## src/rtl/prw_pkg.sv

```systemverilog
package prw_pkg;
  typedef enum logic [1:0] {
    SEL_NONE = 2'd0,
    SEL_CMD  = 2'd1,
    SEL_STS  = 2'd2,
    SEL_PROT = 2'd3
  } prw_sel_e;
endpackage

```

## src/rtl/prw_decode.sv

```systemverilog
module prw_decode
  import prw_pkg::*;
#(
  parameter int unsigned     ADDR_W    = 32,
  parameter logic [ADDR_W-1:0] CMD_ADDR  = 32'hFFFF_F1FC,
  parameter logic [ADDR_W-1:0] STS_ADDR  = 32'hFFFF_F802,
  parameter logic [ADDR_W-1:0] PROT_ADDR = 32'hFFFF_F1F0
) (
  input  logic [ADDR_W-1:0] addr,
  output prw_sel_e          sel
);
  always_comb begin
    if (addr == CMD_ADDR)       sel = SEL_CMD;
    else if (addr == STS_ADDR)  sel = SEL_STS;
    else if (addr == PROT_ADDR) sel = SEL_PROT;
    else                        sel = SEL_NONE;
  end
endmodule

```

## src/rtl/prw_seq.sv

```systemverilog
module prw_seq
  import prw_pkg::*;
(
  input  logic     clk,
  input  logic     rst_n,
  input  logic     wr_en,
  input  prw_sel_e sel,
  output logic     armed_q,
  output logic     irq_hold,
  output logic     err_set,
  output logic     prot_wr_ok
);
  logic cmd_wr;

  assign cmd_wr     = wr_en && (sel == SEL_CMD);
  assign prot_wr_ok = wr_en && (sel == SEL_PROT) && armed_q;
  // refused: protected write while idle, or any other write while armed
  assign err_set    = wr_en && ((sel == SEL_PROT) ? !armed_q : armed_q);
  assign irq_hold   = armed_q || cmd_wr;

  always_ff @(posedge clk or negedge rst_n) begin
    if (!rst_n)     armed_q <= 1'b0;
    else if (wr_en) armed_q <= cmd_wr;
  end
endmodule

```

## src/rtl/prw_regs.sv

```systemverilog
module prw_regs
  import prw_pkg::*;
#(
  parameter int unsigned       DATA_W   = 8,
  parameter int unsigned       ERR_BIT  = 0,
  parameter logic [DATA_W-1:0] PROT_RST = '0
) (
  input  logic              clk,
  input  logic              rst_n,
  input  logic              wr_en,
  input  prw_sel_e          sel,
  input  logic [DATA_W-1:0] wdata,
  input  logic [DATA_W-1:0] be,
  input  logic              prot_wr_ok,
  input  logic              err_set,
  output logic [DATA_W-1:0] prot_q,
  output logic [DATA_W-1:0] sts_q,
  output logic [DATA_W-1:0] rdata
);
  logic sts_wr;
  assign sts_wr = wr_en && (sel == SEL_STS);

  always_ff @(posedge clk or negedge rst_n) begin
    if (!rst_n)          prot_q <= PROT_RST;
    else if (prot_wr_ok) prot_q <= wdata;
  end

  for (genvar i = 0; i < DATA_W; i++) begin : g_sts
    if (i == ERR_BIT) begin : g_flag
      logic flag_q;
      always_ff @(posedge clk or negedge rst_n) begin
        if (!rst_n)                             flag_q <= 1'b0;
        else if (err_set)                       flag_q <= 1'b1;
        else if (sts_wr && be[i] && !wdata[i])  flag_q <= 1'b0;
      end
      assign sts_q[i] = flag_q;
    end else begin : g_rsvd
      assign sts_q[i] = 1'b0;
    end
  end

  always_comb begin
    case (sel)
      SEL_STS:  rdata = sts_q;
      SEL_PROT: rdata = prot_q;
      default:  rdata = '0;
    endcase
  end
endmodule

```

## src/rtl/prw_guard.sv

```systemverilog
module prw_guard
  import prw_pkg::*;
#(
  parameter int unsigned       ADDR_W    = 32,
  parameter int unsigned       DATA_W    = 8,
  parameter int unsigned       ERR_BIT   = 0,
  parameter logic [ADDR_W-1:0] CMD_ADDR  = 32'hFFFF_F1FC,
  parameter logic [ADDR_W-1:0] STS_ADDR  = 32'hFFFF_F802,
  parameter logic [ADDR_W-1:0] PROT_ADDR = 32'hFFFF_F1F0,
  parameter logic [DATA_W-1:0] PROT_RST  = '0
) (
  input  logic              clk,
  input  logic              rst_n,
  input  logic [ADDR_W-1:0] bus_addr,
  input  logic              bus_we,
  input  logic [DATA_W-1:0] bus_wdata,
  input  logic [DATA_W-1:0] bus_be,
  output logic [DATA_W-1:0] bus_rdata,
  output logic [DATA_W-1:0] prot_q,
  output logic              err_flag,
  output logic              irq_hold
);
  prw_sel_e          sel;
  logic              armed;
  logic              err_set;
  logic              prot_wr_ok;
  logic [DATA_W-1:0] sts_q;

  prw_decode #(
    .ADDR_W(ADDR_W), .CMD_ADDR(CMD_ADDR), .STS_ADDR(STS_ADDR), .PROT_ADDR(PROT_ADDR)
  ) u_dec (
    .addr(bus_addr), .sel(sel)
  );

  prw_seq u_seq (
    .clk(clk), .rst_n(rst_n), .wr_en(bus_we), .sel(sel),
    .armed_q(armed), .irq_hold(irq_hold), .err_set(err_set), .prot_wr_ok(prot_wr_ok)
  );

  prw_regs #(
    .DATA_W(DATA_W), .ERR_BIT(ERR_BIT), .PROT_RST(PROT_RST)
  ) u_regs (
    .clk(clk), .rst_n(rst_n), .wr_en(bus_we), .sel(sel),
    .wdata(bus_wdata), .be(bus_be), .prot_wr_ok(prot_wr_ok), .err_set(err_set),
    .prot_q(prot_q), .sts_q(sts_q), .rdata(bus_rdata)
  );

  assign err_flag = sts_q[ERR_BIT];
endmodule

```

## config.mk

```make
export PLATFORM = sky130hd
export DESIGN_NAME = prw_guard
export DESIGN_NICKNAME = d
export VERILOG_FILES = /design/src/rtl/prw_pkg.sv /design/src/rtl/prw_decode.sv /design/src/rtl/prw_seq.sv /design/src/rtl/prw_regs.sv /design/src/rtl/prw_guard.sv
export SDC_FILE = /design/constraint.sdc
export NUM_CORES = 1
export LEC_CHECK = 0
export BUFFER_PORTS_ARGS = -buffer_cell sky130_fd_sc_hd__buf_2
export CAP_MARGIN = 20
export CELL_PAD_IN_SITES_DETAIL_PLACEMENT = 1
export CELL_PAD_IN_SITES_GLOBAL_PLACEMENT = 2
export CORE_ASPECT_RATIO = 0.8
export CORE_MARGIN = 1
export CORE_UTILIZATION = 17
export CTS_BUF_LIST = sky130_fd_sc_hd__clkbuf_8
export DETAILED_ROUTE_END_ITERATION = 6
export PLACE_DENSITY = 0.88
export SYNTH_ARGS = -nofsm -noshare
export SYNTH_HDL_FRONTEND = slang
export SYNTH_SLANG_ARGS = --single-unit
```

## constraint.sdc

```tcl
create_clock -name clk -period 1.8 [get_ports clk]
set_input_delay 0.27 -clock clk [delete_from_list [all_inputs] [get_ports clk]]
set_output_delay 0.27 -clock clk [all_outputs]
set_load 0.03 [all_outputs]
```

==> qor.json, run 1 <==
{
  "synth": {
    "ys_warn_count": 0,
    "synthDistinctLibCells": 22,
    "syn_avg_cell_area_um2": 11.3,
    "postSynthCellCount": 57,
    "synthesis.nets": 108,
    "synth-seq-cells": 10,
    "synth.yosys.seq_area_share_pct": 39.0,
    "synth_area_um2": 642
  },
  "worst_setup_path": {
    "ff2ff_path_depth": 2,
    "worstSetupEndpointType": "output pin",
    "cp.required_ns": 1.53,
    "worstSetupPathType": "primary input to output pin",
    "critical_path.max_fanout": 5,
    "worst_path_dominant_cell_family": "simple AND/OR/NAND/NOR gates",
    "arrival_ns": 1.50,
    "slowest_stage": "sky130_fd_sc_hd__nor4_4",
    "timing.critical_path.buf_inv": 2,
    "cp-startpoint": "bus_addr[22]",
    "worstSetupPathDepth": 7,
    "largest_stage_delay_on_the_critical_path_ns": 0.40,
    "regToRegStartpoint": "u_seq.armed_q",
    "crit_chain": "buf_6, nand4_1, nor4_4, and4_4, nand2_1, o21ai_1, buf_4",
    "crit_path_start_kind": "primary input"
  },
  "placed_design": {
    "cell_area_after_placement_um2": 982,
    "gp_routability_congestion": 0.784,
    "place_hpwl_um": 2010,
    "pre_cts_setup_slack_ns": -0.138,
    "io_buf_count": 61,
    "placed_cells": 159
  },
  "timing": {
    "layout_setup_ws_ns": 0.0344,
    "worst_hold_slack_ns": 0.272,
    "worst-slew-pin-transition_ns": 0.321,
    "final_setup_vio_count": 0,
    "min_period_over_period_pct": 98.1,
    "finalHoldViolations": 0,
    "fmax_mhz": 566,
    "timing.final.crit_period_ns": 1.77,
    "setup_repair_after_global_routing_missed_its_margin": "true",
    "timing.max_slew.rel_slack_pct": 78.4,
    "final-max-slew-violation-count": 0,
    "worst_clock_skew_ns": 0.00226
  },
  "outcome": {
    "run_status": "finished with violations",
    "violations": "design-rule violations"
  },
  "clocking": {
    "cts_clk_pin_slew_worst_paths_ns": 0.04,
    "worst_skew_pair.late_latency_ns": 0.23,
    "clkSinkCount": 10,
    "cts_max_path_buffers": 2,
    "cts_root_buffer": "sky130_fd_sc_hd__clkbuf_8",
    "tritoncts_clock_tree": "built",
    "h_tree_levels": 1,
    "tritoncts.num_buffers": 3
  },
  "cells_and_area": {
    "final_layout_size_suffix_gt1_share_pct": 66.9,
    "nets": 177,
    "n_antenna_cell": 0,
    "area_delta_synth_final_pct": 79.9,
    "final.fill_count": 431,
    "layout.cells.most_common_list": "48 x sky130_fd_sc_hd__buf_2, 12 x sky130_fd_sc_hd__buf_6, 10 x sky130_fd_sc_hd__dfrtp_1",
    "mostFrequentLayoutCell": "sky130_fd_sc_hd__buf_2",
    "postLayoutCellArea_mm2": 0.00115,
    "final-instance-count-excl-fill": 166
  },
  "min_path": {
    "min_delay_path_depth": 2,
    "worst_hold_startpoint": "bus_wdata[4]",
    "hp-class": "primary input to flip-flop"
  },
  "route": {
    "via_per_inst": 4.36,
    "wirelength_um": 2450,
    "detail_route.first_pass.iterations": 6,
    "drt_first_iter_violations": 23,
    "dr_total_vias": 724,
    "antenna_left": 0,
    "drt-wirelength-per-cell_um": 14.7,
    "drc_errors": 4
  },
  "die": {
    "initial_core_util_pct": 18.2,
    "die_height_um": 57.0,
    "placement_rows": 19,
    "die-width_um": 70.7,
    "design.portCount": 69,
    "die-area_mm2": 0.00403,
    "core_area_mm2": 0.00352
  },
  "pwr": {
    "power_leakage_nw": 0.610,
    "p_per_area_mw_per_mm2": 454,
    "fin_total_pwr_w": 0.000525,
    "worst_ir_drop_vdd_mv": 0.230
  },
  "global_route": {
    "antenna_found_initial": 0,
    "number_of_global_route_vias_before_repair": 835,
    "globalRoute.totalOverflow": 0,
    "maximum_number_of_pins_on_one_net_before_global_route_repair": 11,
    "grt_first_pass_wirelength_um": 3900,
    "grt_use_total_pct": 12.7
  },
  "job": {
    "maxCapViolations": 0
  }
}
power by group:
| part | switching, W | internal, W | leakage [nW] |
|---|---|---|---|
| clock network | 0.0000784 | 0.000146 | 0.0216 |
| registers | 0.0000000000000876 | 0.000226 | 0.135 |
| logic | 0.0000297 | 0.0000455 | 0.454 |
| total | 0.000108 | 0.000417 | 0.610 |
stage by stage:
| step | setup TNS, ns | utilization [%] |
|---|---|---|
| 2_1_floorplan | 0 | - |
| 3_3_place_gp | -1.70 | 27.9 |
| 3_5_place_dp | -1.93 | 27.9 |
| 4_1_cts | 0 | 30.4 |
| 5_1_grt | -0.334 | 32.8 |
| 6_report | 0 | 32.8 |
worst paths after layout:
check | to | slack, ns
worst max-delay path | bus_rdata[0] | 0.03
worst min-delay path | u_regs.prot_q[4] | 0.27
worst max register to register | u_regs.prot_q[6] | 0.67
worst min register to register | u_regs.prot_q[4] | 0.52
max in group asynchronous | u_regs.prot_q[2] | 1.17
min in group asynchronous | u_seq.armed_q | 0.44
cells in the mapped netlist (all sizes together):
library cell | number | area share (%)
xnor2 | 1 | 1.4
nand3 | 1 | 0.78
nor2 | 3 | 1.8
nand4 | 5 | 5.8
mux2 | 8 | 19
nand3b | 1 | 1.2
nand2 | 3 | 1.8
and2 | 7 | 6.8
nor3 | 3 | 2.3
and4 | 2 | 3.3
buf | 2 | 3.9
nand4b | 2 | 2.7
nor4 | 1 | 1.9
nand4bb | 2 | 3.5
inv | 2 | 1.2
and3 | 1 | 0.98
o2bb2ai | 1 | 1.4
o21ai | 2 | 1.6
dfrtp | 10 | 39
timing repair:
item | CTS | global route
cloned | 1 | 0
pin swaps | 3 | 7
hold endpoints to repair | 10 | 0
resized for setup | 9 | 21
hold buffers | 1 | 0
setup endpoints to repair | 9 | 9
buffers inserted | 0 | 2
state kept, by name (all words and copies together) (netlist names):
register / flops
u_seq.armed_q: 1
u_regs.g_sts.g_flag.flag_q: 1
u_regs.prot_q: 8
layout make-up:
type                    instances  area [um^2]  share of cell area, %
clock buffers                   3         41.3                   3.58
flip-flops and latches         10          250                   21.7
well taps                      42         52.6                   4.55
inverters                       2         7.51                  0.650
multi-input cells              44          388                   33.6
repair buffers                 65          415                   36.0
routing by layer:
metal  routed length (um)  global-route usage, %  up-vias
li1                     -                      -      348
met1                  868                   11.7      360
met2                 1470                   26.9       14
met3                   92                   4.24        2
met4                   18                   2.29        0
met5                    0                      0        -
worst register-to-register path, delay by kind of cell, from the launching register on:
family           cells  cell delay [ns]
AND/OR/NAND/NOR      1             0.35
flip-flops           1             0.34
multiplexers         1             0.32
cell families (layout without fill, tap and decap cells):
| logic type | Yosys count | in the layout | synth area share [%] |
|---|---|---|---|
| mux | 8 | 8 | 18.7 |
| buf+inv | 4 | 70 | 5.07 |
| xor+xnor | 1 | 1 | 1.36 |
| flops | 10 | 10 | 39.0 |
| compound gates | 3 | 3 | 2.92 |
| simple gates | 31 | 32 | 32.9 |
(Power assumes the default switching activity.)
==> run 2, diff against run 1 <==
Settings changed: CORE_MARGIN 1 to 1.5.
==> run 2 against run 1 <==
  * Highest routed layer unchanged
  * Combinational power rose by 0.8%
  * Critical endpoint unchanged
  * The flow now finishes without violations
  * Clock power is essentially flat
  * Non-clock buffer count is 1 lower
  * Worst hold slack about the same
==> qor.json, run 2 (synthesis results as in run 1) <==
{
  "cells_and_area": {
    "mostFrequentLayoutCell": "sky130_fd_sc_hd__buf_2",
    "max_flop_register": "u_regs.prot_q",
    "seq_area_um2": 250,
    "nets": 176,
    "postLayoutCellArea_mm2": 0.00116,
    "layout.cells.most_common_list": "48 x sky130_fd_sc_hd__buf_2, 12 x sky130_fd_sc_hd__buf_6, 10 x sky130_fd_sc_hd__dfrtp_1",
    "n_antenna_cell": 0,
    "final_core_util_pct": 33.0,
    "reg.largest.list": "u_regs.prot_q (8), u_regs.g_sts.g_flag.flag_q (1), u_seq.armed_q (1)",
    "area_delta_synth_final_pct": 80.7,
    "largest_register_ffs": 8,
    "multi_input_comb_area_um2": 400,
    "final_layout_size_suffix_gt1_share_pct": 69.9,
    "final.fill_count": 429
  },
  "worst_setup_path": {
    "critical_path.max_fanout": 5,
    "slowest_stage": "sky130_fd_sc_hd__nor4_4",
    "ff2ff_path_depth": 2,
    "arrival_ns": 1.51,
    "timing.critical_path.buf_inv": 2,
    "crit_chain": "buf_2, nand4_2, nor4_4, and4_4, nand2_1, o21ai_1, buf_4",
    "worst_path_dominant_cell_family": "simple AND/OR/NAND/NOR gates",
    "capture_point_of_the_worst_reg_to_reg_path": "u_regs.prot_q[0]",
    "cp.required_ns": 1.53,
    "regToRegSetupSlack_ns": 0.69,
    "largest_stage_delay_on_the_critical_path_ns": 0.38,
    "cp-startpoint": "bus_addr[20]",
    "regToRegStartpoint": "u_seq.armed_q",
    "crit_path_start_kind": "primary input",
    "worstSetupEndpointType": "output pin",
    "worstSetupPathType": "primary input to output pin"
  },
  "min_path": {
    "min_delay_path_depth": 2,
    "hp-class": "primary input to flip-flop",
    "worst_hold_startpoint": "bus_wdata[2]",
    "hold_end": "u_regs.prot_q[2]"
  },
  "timing": {
    "worst-slew-pin-transition_ns": 0.317,
    "final_setup_vio_count": 0,
    "final-max-slew-violation-count": 0,
    "setup_repair_after_global_routing_missed_its_margin": "true",
    "finalHoldViolations": 0,
    "min_period_over_period_pct": 98.6,
    "worst_hold_slack_ns": 0.271,
    "fmax_mhz": 563,
    "worst_clock_skew_ns": 0.00290,
    "timing.max_slew.rel_slack_pct": 78.7,
    "timing.final.crit_period_ns": 1.78
  },
  "placed_design": {
    "cell_area_after_placement_um2": 982,
    "io_buf_count": 61,
    "gp_routability_congestion": 0.757,
    "place_hpwl_um": 2020
  },
  "clocking": {
    "tritoncts.num_buffers": 3,
    "cts_clk_pin_slew_worst_paths_ns": 0.05,
    "clkSinkCount": 10,
    "h_tree_levels": 1,
    "cts_max_path_buffers": 2,
    "tritoncts_clock_tree": "built",
    "cts_root_buffer": "sky130_fd_sc_hd__clkbuf_8",
    "worst_skew_pair.late_latency_ns": 0.23
  },
  "job": {
    "maxCapViolations": 0
  },
  "die": {
    "die-width_um": 71.7,
    "die-area_mm2": 0.00416,
    "design.portCount": 69,
    "die_height_um": 58.0,
    "placement_rows": 19,
    "core_area_mm2": 0.00352,
    "initial_core_util_pct": 18.2
  },
  "route": {
    "drc_errors": 0,
    "drt-wirelength-per-cell_um": 14.9,
    "dr_total_vias": 744,
    "drt_first_iter_violations": 11,
    "via_per_inst": 4.51,
    "antenna_left": 0,
    "wirelength_um": 2450,
    "detail_route.first_pass.iterations": 5
  },
  "pwr": {
    "p_per_area_mw_per_mm2": 453,
    "fin_total_pwr_w": 0.000525,
    "worst_ir_drop_vdd_mv": 0.232,
    "power_leakage_nw": 0.606
  },
  "global_route": {
    "grt_use_total_pct": 12.2,
    "grt_first_pass_wirelength_um": 3800,
    "antenna_found_initial": 0,
    "number_of_global_route_vias_before_repair": 820,
    "globalRoute.totalOverflow": 0,
    "maximum_number_of_pins_on_one_net_before_global_route_repair": 11
  },
  "outcome": {
    "run_status": "finished, final reports clean"
  }
}
## run 2: cell count changes in the layout (fill, tap and decap cells not counted)
cell                     delta
sky130_fd_sc_hd__and2_1     -3
sky130_fd_sc_hd__and2_4     +3
sky130_fd_sc_hd__and3_1     -1
sky130_fd_sc_hd__and3_4     +1
sky130_fd_sc_hd__buf_4      -1
## run 2: worst max-delay path by stage
stage | cells past startpoint | to | slack, ns
floorplan | 6 | bus_rdata[0] | 0.07
global placement | 7 | bus_rdata[0] | -0.14
detailed placement | 7 | bus_rdata[0] | -0.15
CTS | 7 | bus_rdata[0] | -0.007
global route | 7 | bus_rdata[0] | -0.07
finish | 7 | bus_rdata[0] | 0.02
## run 2: where the power goes
| group | switching [W] | leakage [nW] | internal [W] |
|---|---|---|---|
| sequential | 0.000000000000102 | 0.135 | 0.000226 |
| combinational | 0.0000303 | 0.450 | 0.0000456 |
| clock | 0.0000784 | 0.0216 | 0.000146 |
| total | 0.000109 | 0.606 | 0.000417 |
## run 2: cell type report
cell class	count	area share (%)
clock buffer	3	3.56
inverter	2	0.647
multi-input combinational	44	34.5
sequential	10	21.6
tap	42	4.53
timing repair buffer	64	35.2
## run 2: worst register-to-register path, delay by kind of cell, from the launching register on
family | cells | cell delay, ns
muxes | 1 | 0.32
and+or+nand+nor | 1 | 0.33
DFF | 1 | 0.35
## run 2: metal layers
metal | part of all wire (%) | track usage [%] | wire (um) | vias up
li1 | - | - | - | 345
met1 | 33 | 11.6 | 813 | 364
met2 | 57 | 23.9 | 1410 | 27
met3 | 5.8 | 4.52 | 143 | 8
met4 | 3.7 | 4.04 | 91 | 0
met5 | 0 | 0 | 0 | -
## run 2: metrics by stage
| step | setup slack [ns] | std cells | setup TNS, ns |
|---|---|---|---|
| 6_report | 0.0245 | 165 | 0 |
| 5_1_grt | -0.0745 | 165 | -0.152 |
| 4_1_cts | -0.00680 | 164 | -0.00680 |
| 3_5_place_dp | -0.151 | 159 | -1.95 |
| 3_3_place_gp | -0.144 | 159 | -1.75 |
| 2_1_floorplan | 0.0733 | 57 | 0 |
## run 2: repair_timing
item | in CTS | in global routing
endpoints found under the setup margin | 8 | 9
resized for setup | 12 | 23
endpoints found under the hold margin | 10 | 0
gates cloned | 1 | 0
pin swaps | 4 | 9
hold buffers | 1 | 0
setup buffers | 0 | 1
==> run 3, diff against run 2 <==
Settings changed: CELL_PAD_IN_SITES_DETAIL_PLACEMENT 1 to default, CELL_PAD_IN_SITES_GLOBAL_PLACEMENT 2 to default, CORE_UTILIZATION 17 to 35, PLACE_DENSITY 0.88 to 0.9.
==> run 3 against run 2 <==
  * Worst hold slack got worse by 0.0093 ns
  * Clock skew about the same
  * Highest routed layer unchanged
  * Cell count is 11% lower
  * Non-clock buffer count rose by 1
  * Setup slack is essentially flat
  * Flip-flop and latch count stayed put
  * Total power rose by 11%
  * Combinational power down 0.5%
  * Count of clock-buffer cells in the layout grew 1
  * Sequential share of layout area up 0.43 points
  * Largest cell class is now multi-input combinational cells
  * Core utilization grew 35 points
  * Die area decreased by 49%
==> qor.json, run 3 (synthesis results as in run 1) <==
{
  "worst_setup_path": {
    "cp.required_ns": 1.53,
    "ff2ff_path_depth": 2,
    "worstSetupPathType": "primary input to output pin",
    "arrival_ns": 1.51,
    "worstSetupEndpointType": "output pin",
    "crit_path_start_kind": "primary input",
    "crit_chain": "buf_6, nand4_1, nor4_4, and4_4, nand2_1, o21ai_1, buf_4",
    "largest_stage_delay_on_the_critical_path_ns": 0.41,
    "critical_path.max_fanout": 5,
    "slowest_stage": "sky130_fd_sc_hd__nor4_4"
  },
  "min_path": {
    "hp-class": "primary input to flip-flop",
    "min_delay_path_depth": 2
  },
  "timing": {
    "worst-slew-pin-transition_ns": 0.329,
    "finalHoldViolations": 0,
    "fmax_mhz": 563,
    "timing.setup.tns_ns": 0,
    "layout_setup_ws_ns": 0.0241,
    "timing.final.crit_period_ns": 1.78,
    "timing.max_slew.rel_slack_pct": 77.9,
    "min_period_over_period_pct": 98.7,
    "worst_clock_skew_ns": 0.00292,
    "final-max-slew-violation-count": 0,
    "setup_repair_after_global_routing_missed_its_margin": "true",
    "final_setup_vio_count": 0
  },
  "clocking": {
    "clkSinkCount": 10,
    "h_tree_levels": 1,
    "tritoncts.num_buffers": 3,
    "tritoncts_clock_tree": "built",
    "worst_skew_pair.late_latency_ns": 0.24,
    "cts_max_path_buffers": 2,
    "cts_root_buffer": "sky130_fd_sc_hd__clkbuf_8",
    "cts_clk_pin_slew_worst_paths_ns": 0.05
  },
  "cells_and_area": {
    "final_layout_size_suffix_gt1_share_pct": 66.4,
    "final.fill_count": 137,
    "layout.cells.most_common_list": "49 x sky130_fd_sc_hd__buf_2, 10 x sky130_fd_sc_hd__dfrtp_1, 8 x sky130_fd_sc_hd__mux2_4, 8 x sky130_fd_sc_hd__buf_6, 7 x sky130_fd_sc_hd__buf_4",
    "nets": 177,
    "mostFrequentLayoutCell": "sky130_fd_sc_hd__buf_2",
    "seq_area_um2": 250,
    "area_delta_synth_final_pct": 77.2,
    "n_antenna_cell": 0,
    "multi_input_comb_area_um2": 399,
    "largest_register_ffs": 8,
    "final-instance-count-excl-fill": 147,
    "max_flop_register": "u_regs.prot_q",
    "reg.largest.list": "u_regs.prot_q (8), u_regs.g_sts.g_flag.flag_q (1), u_seq.armed_q (1)"
  },
  "global_route": {
    "grt_first_pass_wirelength_um": 2950,
    "maximum_number_of_pins_on_one_net_before_global_route_repair": 11,
    "globalRoute.totalOverflow": 0,
    "number_of_global_route_vias_before_repair": 700,
    "grt_use_total_pct": 20.2,
    "antenna_found_initial": 0
  },
  "route": {
    "drt_first_iter_violations": 15,
    "drt-wirelength-per-cell_um": 13.5,
    "drc_errors": 0,
    "dr_total_vias": 731,
    "via_per_inst": 4.97,
    "detail_route.first_pass.iterations": 5,
    "wirelength_um": 1990,
    "antenna_left": 0
  },
  "placed_design": {
    "place_hpwl_um": 1420,
    "placed_cells": 139,
    "gp_routability_congestion": 0.821,
    "pre_cts_setup_slack_ns": -0.170,
    "io_buf_count": 61
  },
  "die": {
    "core_area_mm2": 0.00168,
    "placement_rows": 13,
    "initial_core_util_pct": 38.3,
    "die_height_um": 41.3,
    "design.portCount": 69,
    "die-area_mm2": 0.00210,
    "die-width_um": 50.9
  },
  "pwr": {
    "worst_ir_drop_vdd_mv": 0.527,
    "p_per_area_mw_per_mm2": 514,
    "fin_total_pwr_w": 0.000584,
    "power_leakage_nw": 0.614
  },
  "outcome": {
    "run_status": "finished, final reports clean"
  },
  "job": {
    "maxCapViolations": 0
  }
}
## run 3: path summary, 6_finish.rpt
kind | from | to | slack, ns
setup / recovery | bus_addr[22] | bus_rdata[0] | 0.02
hold / removal | bus_wdata[5] | u_regs.prot_q[5] | 0.26
setup reg to reg | u_seq.armed_q | u_regs.prot_q[7] | 0.68
hold reg to reg | u_regs.prot_q[1] | u_regs.prot_q[1] | 0.53
max in group asynchronous | rst_n | u_regs.prot_q[7] | 1.17
min in group asynchronous | rst_n | u_regs.prot_q[0] | 0.44
## run 3: layout make-up
cell class,instances,share of cell area [%]
repair buffers,65,35.0
inverters,2,0.660
flip-flops and latches,10,22.0
well taps,22,2.42
multi-input cells,44,35.1
clock buffers,4,4.84
## run 3: per-stage QoR
| step | hold WS (ns) | utilization, % | cell area [um^2] |
|---|---|---|---|
| 2_1_floorplan | -0.0256 | - | 642 |
| 3_3_place_gp | 0.140 | 57.1 | 957 |
| 3_5_place_dp | 0.142 | 57.1 | 957 |
| 4_1_cts | 0.261 | 62.6 | 1050 |
| 5_1_grt | 0.258 | 67.9 | 1140 |
| 6_report | 0.262 | 67.9 | 1140 |
## run 3: metal layers
metal  vias to the layer above  share of wire [%]  global-route usage (%)
met5                         -                  0                       0
met4                         0                1.5                    6.08
met3                         4                4.6                    7.14
met2                        32                 54                    43.8
met1                       345                 40                    18.8
li1                        350                  -                       -
## run 3: worst max-delay path, delay by kind of cell
kind	cells	cell delay (ns)
and+or+nand+nor	4	0.93
AOI/OAI and AO/OA	1	0.07
buffers and inverters	2	0.24
## run 3: what timing repair did
item                       CTS  global route
hold endpoints to repair    10             0
gates resized for setup      5            24
setup buffers                0             2
setup endpoints to repair    9             9
gates cloned                 1             0
hold buffers                 1             0
pin swaps                    2             4
## run 3: power by group
part           leakage, nW       switching (W)  total (W)  internal [W]
Clock               0.0288           0.0000911   0.000284      0.000193
Combinational        0.450           0.0000292  0.0000754     0.0000462
Sequential           0.135  0.0000000000000966   0.000225      0.000225
Total                0.614            0.000120   0.000584      0.000464
